===== src/rtl/bexu_pkg.sv =====
package bexu_pkg;
  localparam int unsigned SW = 8;
  localparam int unsigned SB_C  = 0;
  localparam int unsigned SB_Z  = 1;
  localparam int unsigned SB_N  = 2;
  localparam int unsigned SB_V  = 3;
  localparam int unsigned SB_S  = 4;
  localparam int unsigned SB_H  = 5;
  localparam int unsigned SB_BT = 6;
  localparam int unsigned SB_IE = 7;

  typedef enum logic [3:0] {
    OP_ADD = 4'd0,
    OP_ADC = 4'd1,
    OP_SUB = 4'd2,
    OP_SBC = 4'd3,
    OP_AND = 4'd4,
    OP_OR  = 4'd5,
    OP_XOR = 4'd6,
    OP_MOV = 4'd7,
    OP_LDI = 4'd8,
    OP_WRS = 4'd9
  } bexu_op_e;
endpackage


===== src/rtl/bexu_regfile.sv =====
module bexu_regfile #(
  parameter int unsigned NREGS = 32,
  parameter int unsigned DW    = 8,
  parameter int unsigned NRD   = 3,
  localparam int unsigned AW   = $clog2(NREGS)
) (
  input  logic                    clk_i,
  input  logic                    rst_ni,
  input  logic                    we_i,
  input  logic [AW-1:0]           wa_i,
  input  logic [DW-1:0]           wd_i,
  input  logic [NRD-1:0][AW-1:0]  ra_i,
  output logic [NRD-1:0][DW-1:0]  rd_o
);
  logic [DW-1:0] mem_q [NREGS];

  always_ff @(posedge clk_i or negedge rst_ni) begin
    if (!rst_ni) begin
      for (int i = 0; i < NREGS; i++) mem_q[i] <= '0;
    end else if (we_i) begin
      mem_q[wa_i] <= wd_i;
    end
  end

  for (genvar r = 0; r < NRD; r++) begin : g_rd
    assign rd_o[r] = mem_q[ra_i[r]];
  end


  wb_land_chk: assert property (@(posedge clk_i) disable iff (!rst_ni)
    we_i |=> mem_q[$past(wa_i)] == $past(wd_i));
endmodule


===== src/rtl/bexu_alu.sv =====
module bexu_alu
  import bexu_pkg::*;
#(
  parameter int unsigned DW = 8
) (
  input  bexu_op_e       op_i,
  input  logic [DW-1:0]  a_i,
  input  logic [DW-1:0]  b_i,
  input  logic [SW-1:0]  st_i,
  output logic [DW-1:0]  res_o,
  output logic [SW-1:0]  st_o,
  output logic           wr_reg_o
);
  localparam int unsigned HB = DW / 2;

  logic          cin;
  logic [DW:0]   sum_w, dif_w;
  logic [HB:0]   sum_lo, dif_lo;
  logic          c_n, h_n, v_n, upd;

  always_comb begin
    cin    = (op_i == OP_ADC || op_i == OP_SBC) ? st_i[SB_C] : 1'b0;
    sum_w  = {1'b0, a_i} + {1'b0, b_i} + {{DW{1'b0}}, cin};
    dif_w  = {1'b0, a_i} - {1'b0, b_i} - {{DW{1'b0}}, cin};
    sum_lo = {1'b0, a_i[HB-1:0]} + {1'b0, b_i[HB-1:0]} + {{HB{1'b0}}, cin};
    dif_lo = {1'b0, a_i[HB-1:0]} - {1'b0, b_i[HB-1:0]} - {{HB{1'b0}}, cin};

    res_o    = a_i;
    st_o     = st_i;
    c_n      = st_i[SB_C];
    h_n      = st_i[SB_H];
    v_n      = 1'b0;
    upd      = 1'b0;
    wr_reg_o = 1'b0;

    case (op_i)
      OP_ADD, OP_ADC: begin
        res_o = sum_w[DW-1:0];
        c_n   = sum_w[DW];
        h_n   = sum_lo[HB];
        v_n   = (a_i[DW-1] == b_i[DW-1]) && (sum_w[DW-1] != a_i[DW-1]);
        upd = 1'b1; wr_reg_o = 1'b1;
      end
      OP_SUB, OP_SBC: begin
        res_o = dif_w[DW-1:0];
        c_n   = dif_w[DW];
        h_n   = dif_lo[HB];
        v_n   = (a_i[DW-1] != b_i[DW-1]) && (dif_w[DW-1] != a_i[DW-1]);
        upd = 1'b1; wr_reg_o = 1'b1;
      end
      OP_AND: begin res_o = a_i & b_i; upd = 1'b1; wr_reg_o = 1'b1; end
      OP_OR:  begin res_o = a_i | b_i; upd = 1'b1; wr_reg_o = 1'b1; end
      OP_XOR: begin res_o = a_i ^ b_i; upd = 1'b1; wr_reg_o = 1'b1; end
      OP_MOV, OP_LDI: begin res_o = b_i; wr_reg_o = 1'b1; end
      OP_WRS: st_o = SW'(b_i);
      default: ;
    endcase

    if (upd) begin
      st_o[SB_C] = c_n;
      st_o[SB_H] = h_n;
      st_o[SB_V] = v_n;
      st_o[SB_N] = res_o[DW-1];
      st_o[SB_Z] = ~|res_o;
      st_o[SB_S] = res_o[DW-1] ^ v_n;
    end
  end
endmodule


===== src/rtl/bexu_status.sv =====
module bexu_status #(
  parameter int unsigned W = 8
) (
  input  logic         clk_i,
  input  logic         rst_ni,
  input  logic         en_i,
  input  logic [W-1:0] d_i,
  output logic [W-1:0] q_o
);
  always_ff @(posedge clk_i or negedge rst_ni) begin
    if (!rst_ni)   q_o <= '0;
    else if (en_i) q_o <= d_i;
  end
endmodule


===== src/rtl/byte_exec_unit.sv =====
module byte_exec_unit
  import bexu_pkg::*;
#(
  parameter int unsigned NREGS = 32,
  parameter int unsigned DW    = 8,
  localparam int unsigned AW   = $clog2(NREGS)
) (
  input  logic          clk_i,
  input  logic          rst_ni,
  input  logic          valid_i,
  input  logic [3:0]    op_i,
  input  logic          imm_sel_i,
  input  logic [AW-1:0] dst_i,
  input  logic [AW-1:0] src_i,
  input  logic [DW-1:0] imm_i,
  input  logic [AW-1:0] rd_idx_i,
  output logic [DW-1:0] rd_data_o,
  output logic [SW-1:0] status_o,
  output logic          err_o
);
  localparam logic [AW-1:0] IMM_LO = AW'(NREGS / 2);

  bexu_op_e              op_e;
  logic [2:0][AW-1:0]    ra;
  logic [2:0][DW-1:0]    rd;
  logic                  imm_use, dst_low, alu_wr, reject, accept;
  logic                  is_logic, is_arlog, is_move;
  logic [DW-1:0]         opnd_b, alu_res;
  logic [SW-1:0]         st_q, st_next;
  logic                  err_q;

  assign op_e     = bexu_op_e'(op_i);
  assign ra       = {rd_idx_i, src_i, dst_i};
  assign imm_use  = imm_sel_i || (op_e == OP_LDI);
  assign dst_low  = dst_i < IMM_LO;
  assign reject   = valid_i && imm_use && dst_low && (op_e != OP_WRS);
  assign accept   = valid_i && !reject;
  assign opnd_b   = imm_use ? imm_i : rd[1];
  assign is_logic = (op_e == OP_AND) || (op_e == OP_OR) || (op_e == OP_XOR);
  assign is_arlog = is_logic || (op_i < 4'd4);
  assign is_move  = (op_e == OP_MOV) || (op_e == OP_LDI);

  bexu_regfile #(.NREGS(NREGS), .DW(DW), .NRD(3)) u_rf (
    .clk_i (clk_i),
    .rst_ni(rst_ni),
    .we_i  (accept && alu_wr),
    .wa_i  (dst_i),
    .wd_i  (alu_res),
    .ra_i  (ra),
    .rd_o  (rd)
  );

  bexu_alu #(.DW(DW)) u_alu (
    .op_i    (op_e),
    .a_i     (rd[0]),
    .b_i     (opnd_b),
    .st_i    (st_q),
    .res_o   (alu_res),
    .st_o    (st_next),
    .wr_reg_o(alu_wr)
  );

  bexu_status #(.W(SW)) u_st (
    .clk_i (clk_i),
    .rst_ni(rst_ni),
    .en_i  (accept),
    .d_i   (st_next),
    .q_o   (st_q)
  );

  always_ff @(posedge clk_i or negedge rst_ni) begin
    if (!rst_ni) err_q <= 1'b0;
    else         err_q <= reject;
  end

  assign rd_data_o = rd[2];
  assign status_o  = st_q;
  assign err_o     = err_q;


  reject_err_chk: assert property (@(posedge clk_i) disable iff (!rst_ni)
    reject |=> err_o && $stable(status_o));

  idle_hold_chk: assert property (@(posedge clk_i) disable iff (!rst_ni)
    !valid_i |=> $stable(status_o) && !err_o);

  ie_bt_hold_chk: assert property (@(posedge clk_i) disable iff (!rst_ni)
    (valid_i && op_e != OP_WRS) |=> $stable(status_o[SB_IE:SB_BT]));

  status_load_chk: assert property (@(posedge clk_i) disable iff (!rst_ni)
    (accept && op_e == OP_WRS) |=> status_o == $past(SW'(opnd_b)));

  sign_rule_chk: assert property (@(posedge clk_i) disable iff (!rst_ni)
    (accept && is_arlog) |=> status_o[SB_S] == (status_o[SB_N] ^ status_o[SB_V]));

  logic_v_clear_chk: assert property (@(posedge clk_i) disable iff (!rst_ni)
    (accept && is_logic) |=> !status_o[SB_V] && $stable(status_o[SB_C])
                             && $stable(status_o[SB_H]));

  move_flags_chk: assert property (@(posedge clk_i) disable iff (!rst_ni)
    (accept && is_move) |=> $stable(status_o));
endmodule


===== config.mk =====
export PLATFORM = sky130hd
export DESIGN_NAME = byte_exec_unit
export DESIGN_NICKNAME = d
export VERILOG_FILES = /design/src/rtl/bexu_pkg.sv /design/src/rtl/bexu_regfile.sv /design/src/rtl/bexu_alu.sv /design/src/rtl/bexu_status.sv /design/src/rtl/byte_exec_unit.sv
export SDC_FILE = /design/constraint.sdc
export NUM_CORES = 1
export LEC_CHECK = 0
export BUFFER_PORTS_ARGS = -buffer_cell sky130_fd_sc_hd__buf_2
export CORE_ASPECT_RATIO = 0.8
export CORE_MARGIN = 2
export CORE_UTILIZATION = 35
export DETAILED_ROUTE_END_ITERATION = 8
export PLACE_DENSITY = 0.54
export SKIP_LAST_GASP = 1
export SLEW_MARGIN = 20
export SYNTH_ARGS = -nofsm -noshare
export SYNTH_HDL_FRONTEND = slang
export SYNTH_HIERARCHICAL = 1
export SYNTH_SLANG_ARGS = --single-unit

===== constraint.sdc =====
create_clock -name clk_i -period 6.24 [get_ports clk_i]
set_input_delay 1.56 -clock clk_i [delete_from_list [all_inputs] [get_ports clk_i]]
set_output_delay 1.56 -clock clk_i [all_outputs]
set_load 0.01 [all_outputs]

# --- Word level (Yosys, flattened, before mapping) ---
# Index checks and enable logic that the tools add are counted.
word_totals:
  register_bits: 265
  out_inout_bits: 17
classes:
  addsub: 8
  n_lt_le_gt_ge: 5
  eq_ne: 15
  muxes: 22
  bitwise: 7
  reduce_logical: 23
op_table:
  columns: ["op", "count"]
  rows:
  - ["bitwise mux 256 bit", 1]
  - ["binary-select mux 8 bit (select 5 bit)", 3]
  - ["2-to-1 mux 8 bit", 8]
  - ["case mux 8 bit (6 select lines)", 1]
  - ["demux 8 bit (select 5 bit)", 1]
  - [">= comparator 6 bit, second input constant", 3]
  - ["NOT 5 -> 6 bit", 3]
  - ["== test 4 x 3 -> 1 bit, second input constant", 4]
  - ["2-to-1 mux 6 bit", 2]
  - ["adder 8 x 8 -> 9 bit", 1]
  - ["adder 9 x 1 -> 9 bit", 1]
  - ["OR reduction 9 bit", 1]
  - ["subtractor 8 x 8 -> 9 bit", 1]
  - ["subtractor 9 x 1 -> 9 bit", 1]
  - ["AND 8 bit", 1]
  - ["== test 4 x 2 -> 1 bit, second input constant", 2]
  - ["== test 4 bit, second input constant", 2]
  - ["logical AND 1 bit", 8]
  - ["OR 8 bit", 1]
  - ["OR reduction 8 bit", 1]
  - ["bitwise XOR 8 bit", 1]
  - ["OR reduction 7 bit", 1]
  - ["< comparator 6 x 1 -> 1 bit, second input constant", 1]
  - ["case mux 1 bit (2 select lines)", 3]
  - ["other kinds (19)", 28]

# --- Longest topological paths before layout ---
depth:
  depth_word: 12
  mapped_depth: 18

# --- Modules after synthesis ---
# The synthesis kept the hierarchy.
by_module_without_submodules:
  columns: ["module", "n_inst", "cells_each", "area_per_inst_um2"]
  rows:
  - ["bexu_regfile", 1, 913, 15637.5]
  - ["bexu_alu", 1, 249, 1814.2]
  - ["bexu_status", 1, 17, 331.6]
  - ["byte_exec_unit", 1, 19, 195.2]

# --- Worst setup path before layout ---
# OpenSTA, ideal clock, no wires.
synth_timing:
  kind: "input -> register"
  start: "input port src_i[2]"
  end: "register u_st.q_o[1]"
  setup_ns: 0.064
  arrival_ns: 6.138
  required_ns: 6.176
  slack_ns: 0.037
  cell_stages: 16
  path_buffers: 2
  cell_sequence: "clkbuf_1 buf_1 mux4_2 mux4_2 mux2_2 mux2_2 fa_1 fa_1 nor2_1 a21oi_1 a32o_1 o22a_1 or4_1 or3_1 o41ai_2 mux2_4"
synth_lines:
  columns: ["item", "line_no", "text"]
  rows:
  - ["start, declared", "byte_exec_unit.sv:14", "input logic [AW-1:0] src_i,"]
  - ["end signal, assigned", "bexu_status.sv:12", "else if (en_i) q_o <= d_i;"]
  - ["end, declared", "bexu_status.sv:8", "output logic [W-1:0] q_o"]

==> impl_metrics.yaml <==
place:
  dpl.hpwl_mm: 37.4
  place_congestion: 0.950
  pre_cts_ws_ns: -0.0394
  port_buffers: 47
routing:
  ant_nets: 0
  drt_iter0_markers: 955
  firstDrtPassIters: 5
  avgRoutedWirePerCell_um: 27.6
  viasPerCell: 6.02
  vias: 11900
  routed_wl_mm: 54.5
  drc: 0
global_routing:
  grtUsageTotal_pct: 20.8
  grt_pass1_wl_mm: 82.0
  grt_pass1_vias: 12000
  grt_start_max_net_pins: 127
  globalRouteOverflowTotal: 0
  antenna_found_initial: 2
clock_tree:
  clock_latency_ns: 0.58
  postCtsHoldBufs: 0
  numCtsBuffers: 31
  post_cts_buffers: 0
  clkSinkCount: 265
  post_cts_resized: 0
  cts_tree: "done"
  htreeDepth: 1
  cts.path.max_buffers: 3
  clkSlewWorstSetupHoldPaths_ns: 0.06
  ctsRootBufferMaster: "clkbuf_16"
logic_synthesis:
  ys_top_cells_by_area: "dfrtp_1, mux4_2, mux2_2, ha_1, clkbuf_1"
  synthArstFlopShare_pct: 100
  syn_area_mm2: 0.0180
  yosysMostFrequentCell: "mux2_2"
  synth_edf_count: 0
  ys_seq_area_share_pct: 36.9
  synth_ff_type: "dfrtp_1"
  synth_top_area_cell: "dfrtp_1"
  synth_seq_cells: 265
  ys_types: 66
  ys.warnings.count: 6
  syn_avg_cell_area_um2: 15.0
  netlist_instances: 1198
  yosysTopAreaCellShare_pct: 36.9
  synth_fp_nets: 1263
  synth_commonest_cells: "mux2_2, dfrtp_1, mux4_2"
power_and_ir_drop:
  ir_drop_mv: 0.203
  switching_share_pct: 29.6
  finalPower_w: 0.00565
  p_switching_w: 0.00167
  clkPwrFrac_pct: 34.2
  power_frac_comb_pct: 27.6
  power.internal_w: 0.00397
  pwr-share-seq_pct: 38.1
  leakagePower_nw: 8.91
  p_per_area_mw_per_mm2: 274
timing:
  grt_setup_unrepaired: "no"
  skew_ns: 0.0178
  relSlewSlack_pct: 40.1
  fin_crit_sh_pct: 91.6
  drv_slew: 0
  setup_tns_ns: 0
  worst_pin_slew_ns: 0.896
  min_period_ns: 5.72
  fmax_ghz: 0.175
  setup_viol_count_final: 0
  hold_viol: 0
  fin_ws_ns: 0.523
setup_path:
  required_ns: 6.71
  crit_path_end_kind: "register"
  critical_path_class: "in2reg"
  cp_max_fo: 12
  cp-start-kind: "input pin"
  crit_arrival_ns: 6.19
die:
  die_w_um: 257
  io_pins: 48
  rows: 74
  core_mm2: 0.0509
  dieArea_mm2: 0.0532
  dieHeight_um: 207
  initial_utilization_pct: 35.3
cells_and_area:
  fill_cells: 4676
  regArea_mm2: 0.00663
  fin_util_pct: 40.5
  area_growth_syn_to_layout_pct: 14.6
  final_nets: 1337
  multi_input_area_mm2: 0.0108
  drive_above_1_share_pct: 58.2
outcome:
  status: "finished clean"
hold_path:
  hp-class: "reg2reg"
flow_run:
  drv_cap: 0
-- metrics by stage --
stage	instances	instance area, µm²	hold WS [ns]
2_1_floorplan	1198	18000	0.508
3_3_place_gp	1923	19500	0.516
3_5_place_dp	1923	19500	0.526
4_1_cts	1978	20600	0.544
5_1_grt	1979	20600	0.555
6_report	1979	20600	0.538
-- routing by layer --
| metal | global-route usage (%) | wire length [µm] | vias up |
|---|---|---|---|
| li1 | - | - | 4951 |
| met1 | 28.8 | 23600 | 6404 |
| met2 | 33.1 | 25300 | 446 |
| met3 | 4.13 | 3530 | 120 |
| met4 | 7.04 | 2080 | 2 |
| met5 | 0 | 10 | - |
-- state kept, by name (all words and copies together) (netlist names) --
register / count
u_st/q_o: 8
err_o: 1
u_rf/mem_q: 256
-- critical path, cell delays in order --
cell and delay (ns):
buf_4 0.17, buf_12 0.15, buf_4 0.28, mux4_2 0.56, mux4_2 0.46, mux2_2 0.30, mux2_2 0.37, inv_1 0.11
ha_1 0.27, a211oi_1 0.32, buf_4 0.19, nor3_1 0.06, o22ai_1 0.24, xor2_1 0.13, o221ai_2 0.38, o22ai_1 0.15
a31o_2 0.22, mux2_4 0.25
-- layout by cell type (no fill, tap or decap), drive strengths merged, types with 7 or more instances in the layout --
| master | n |
|---|---|
| clkbuf | 39 |
| ha | 30 |
| mux4 | 242 |
| inv | 32 |
| nand2 | 31 |
| nor3 | 8 |
| o21ai | 18 |
| buf | 140 |
| a21oi | 20 |
| xor2 | 7 |
| dfrtp | 265 |
| o22ai | 8 |
| clkinv | 7 |
| nor2 | 35 |
| mux2 | 300 |
-- power by group through the flow --
stage               Clock [W]  Combinational, W  Sequential [W]
floorplan                   0           0.00107         0.00211
global placement            0           0.00153         0.00216
detailed placement          0           0.00155         0.00218
CTS                   0.00198           0.00156         0.00215
global route          0.00205           0.00167         0.00219
finish                0.00193           0.00156         0.00215
-- final cells by class --
class | count | share of cell area [%]
Multi-Input combinational cell | 802 | 52.2
Sequential cell | 265 | 32.2
Inverter | 32 | 0.583
Clock buffer | 39 | 4.06
Antenna cell | 1 | 0.0121
Tap cell | 684 | 4.15
Clock inverter | 16 | 1.15
Timing Repair Buffer | 140 | 5.62
-- path summary, 6_finish.rpt --
kind / start / to / slack [ns] / depth (start not counted)
setup / recovery: src_i[1] / u_st/q_o[4] / 0.52 / 18
hold / removal: u_st/q_o[6] / u_st/q_o[6] / 0.54 / 1
setup reg to reg: u_rf/mem_q[0] / u_st/q_o[1] / 1.44 / 13
hold reg to reg: u_st/q_o[6] / u_st/q_o[6] / 0.54 / 1
max in group asynchronous: rst_ni / u_rf/mem_q[120] / 3.98 / 2
min in group asynchronous: rst_ni / u_rf/mem_q[44] / 0.95 / 1
-- logic make-up (layout without fill, tap and decap cells) --
group	after synthesis	count (layout)	synth area share, %
simple gates	120	120	3.56
mux	548	548	49.6
other cells	0	1	0
fa+ha+maj	34	34	2.53
xor+xnor	13	13	0.633
flops	265	265	36.9
buf+inv	131	227	3.43
compound gates	87	87	3.33
Power figures use the tool's default switching activity.
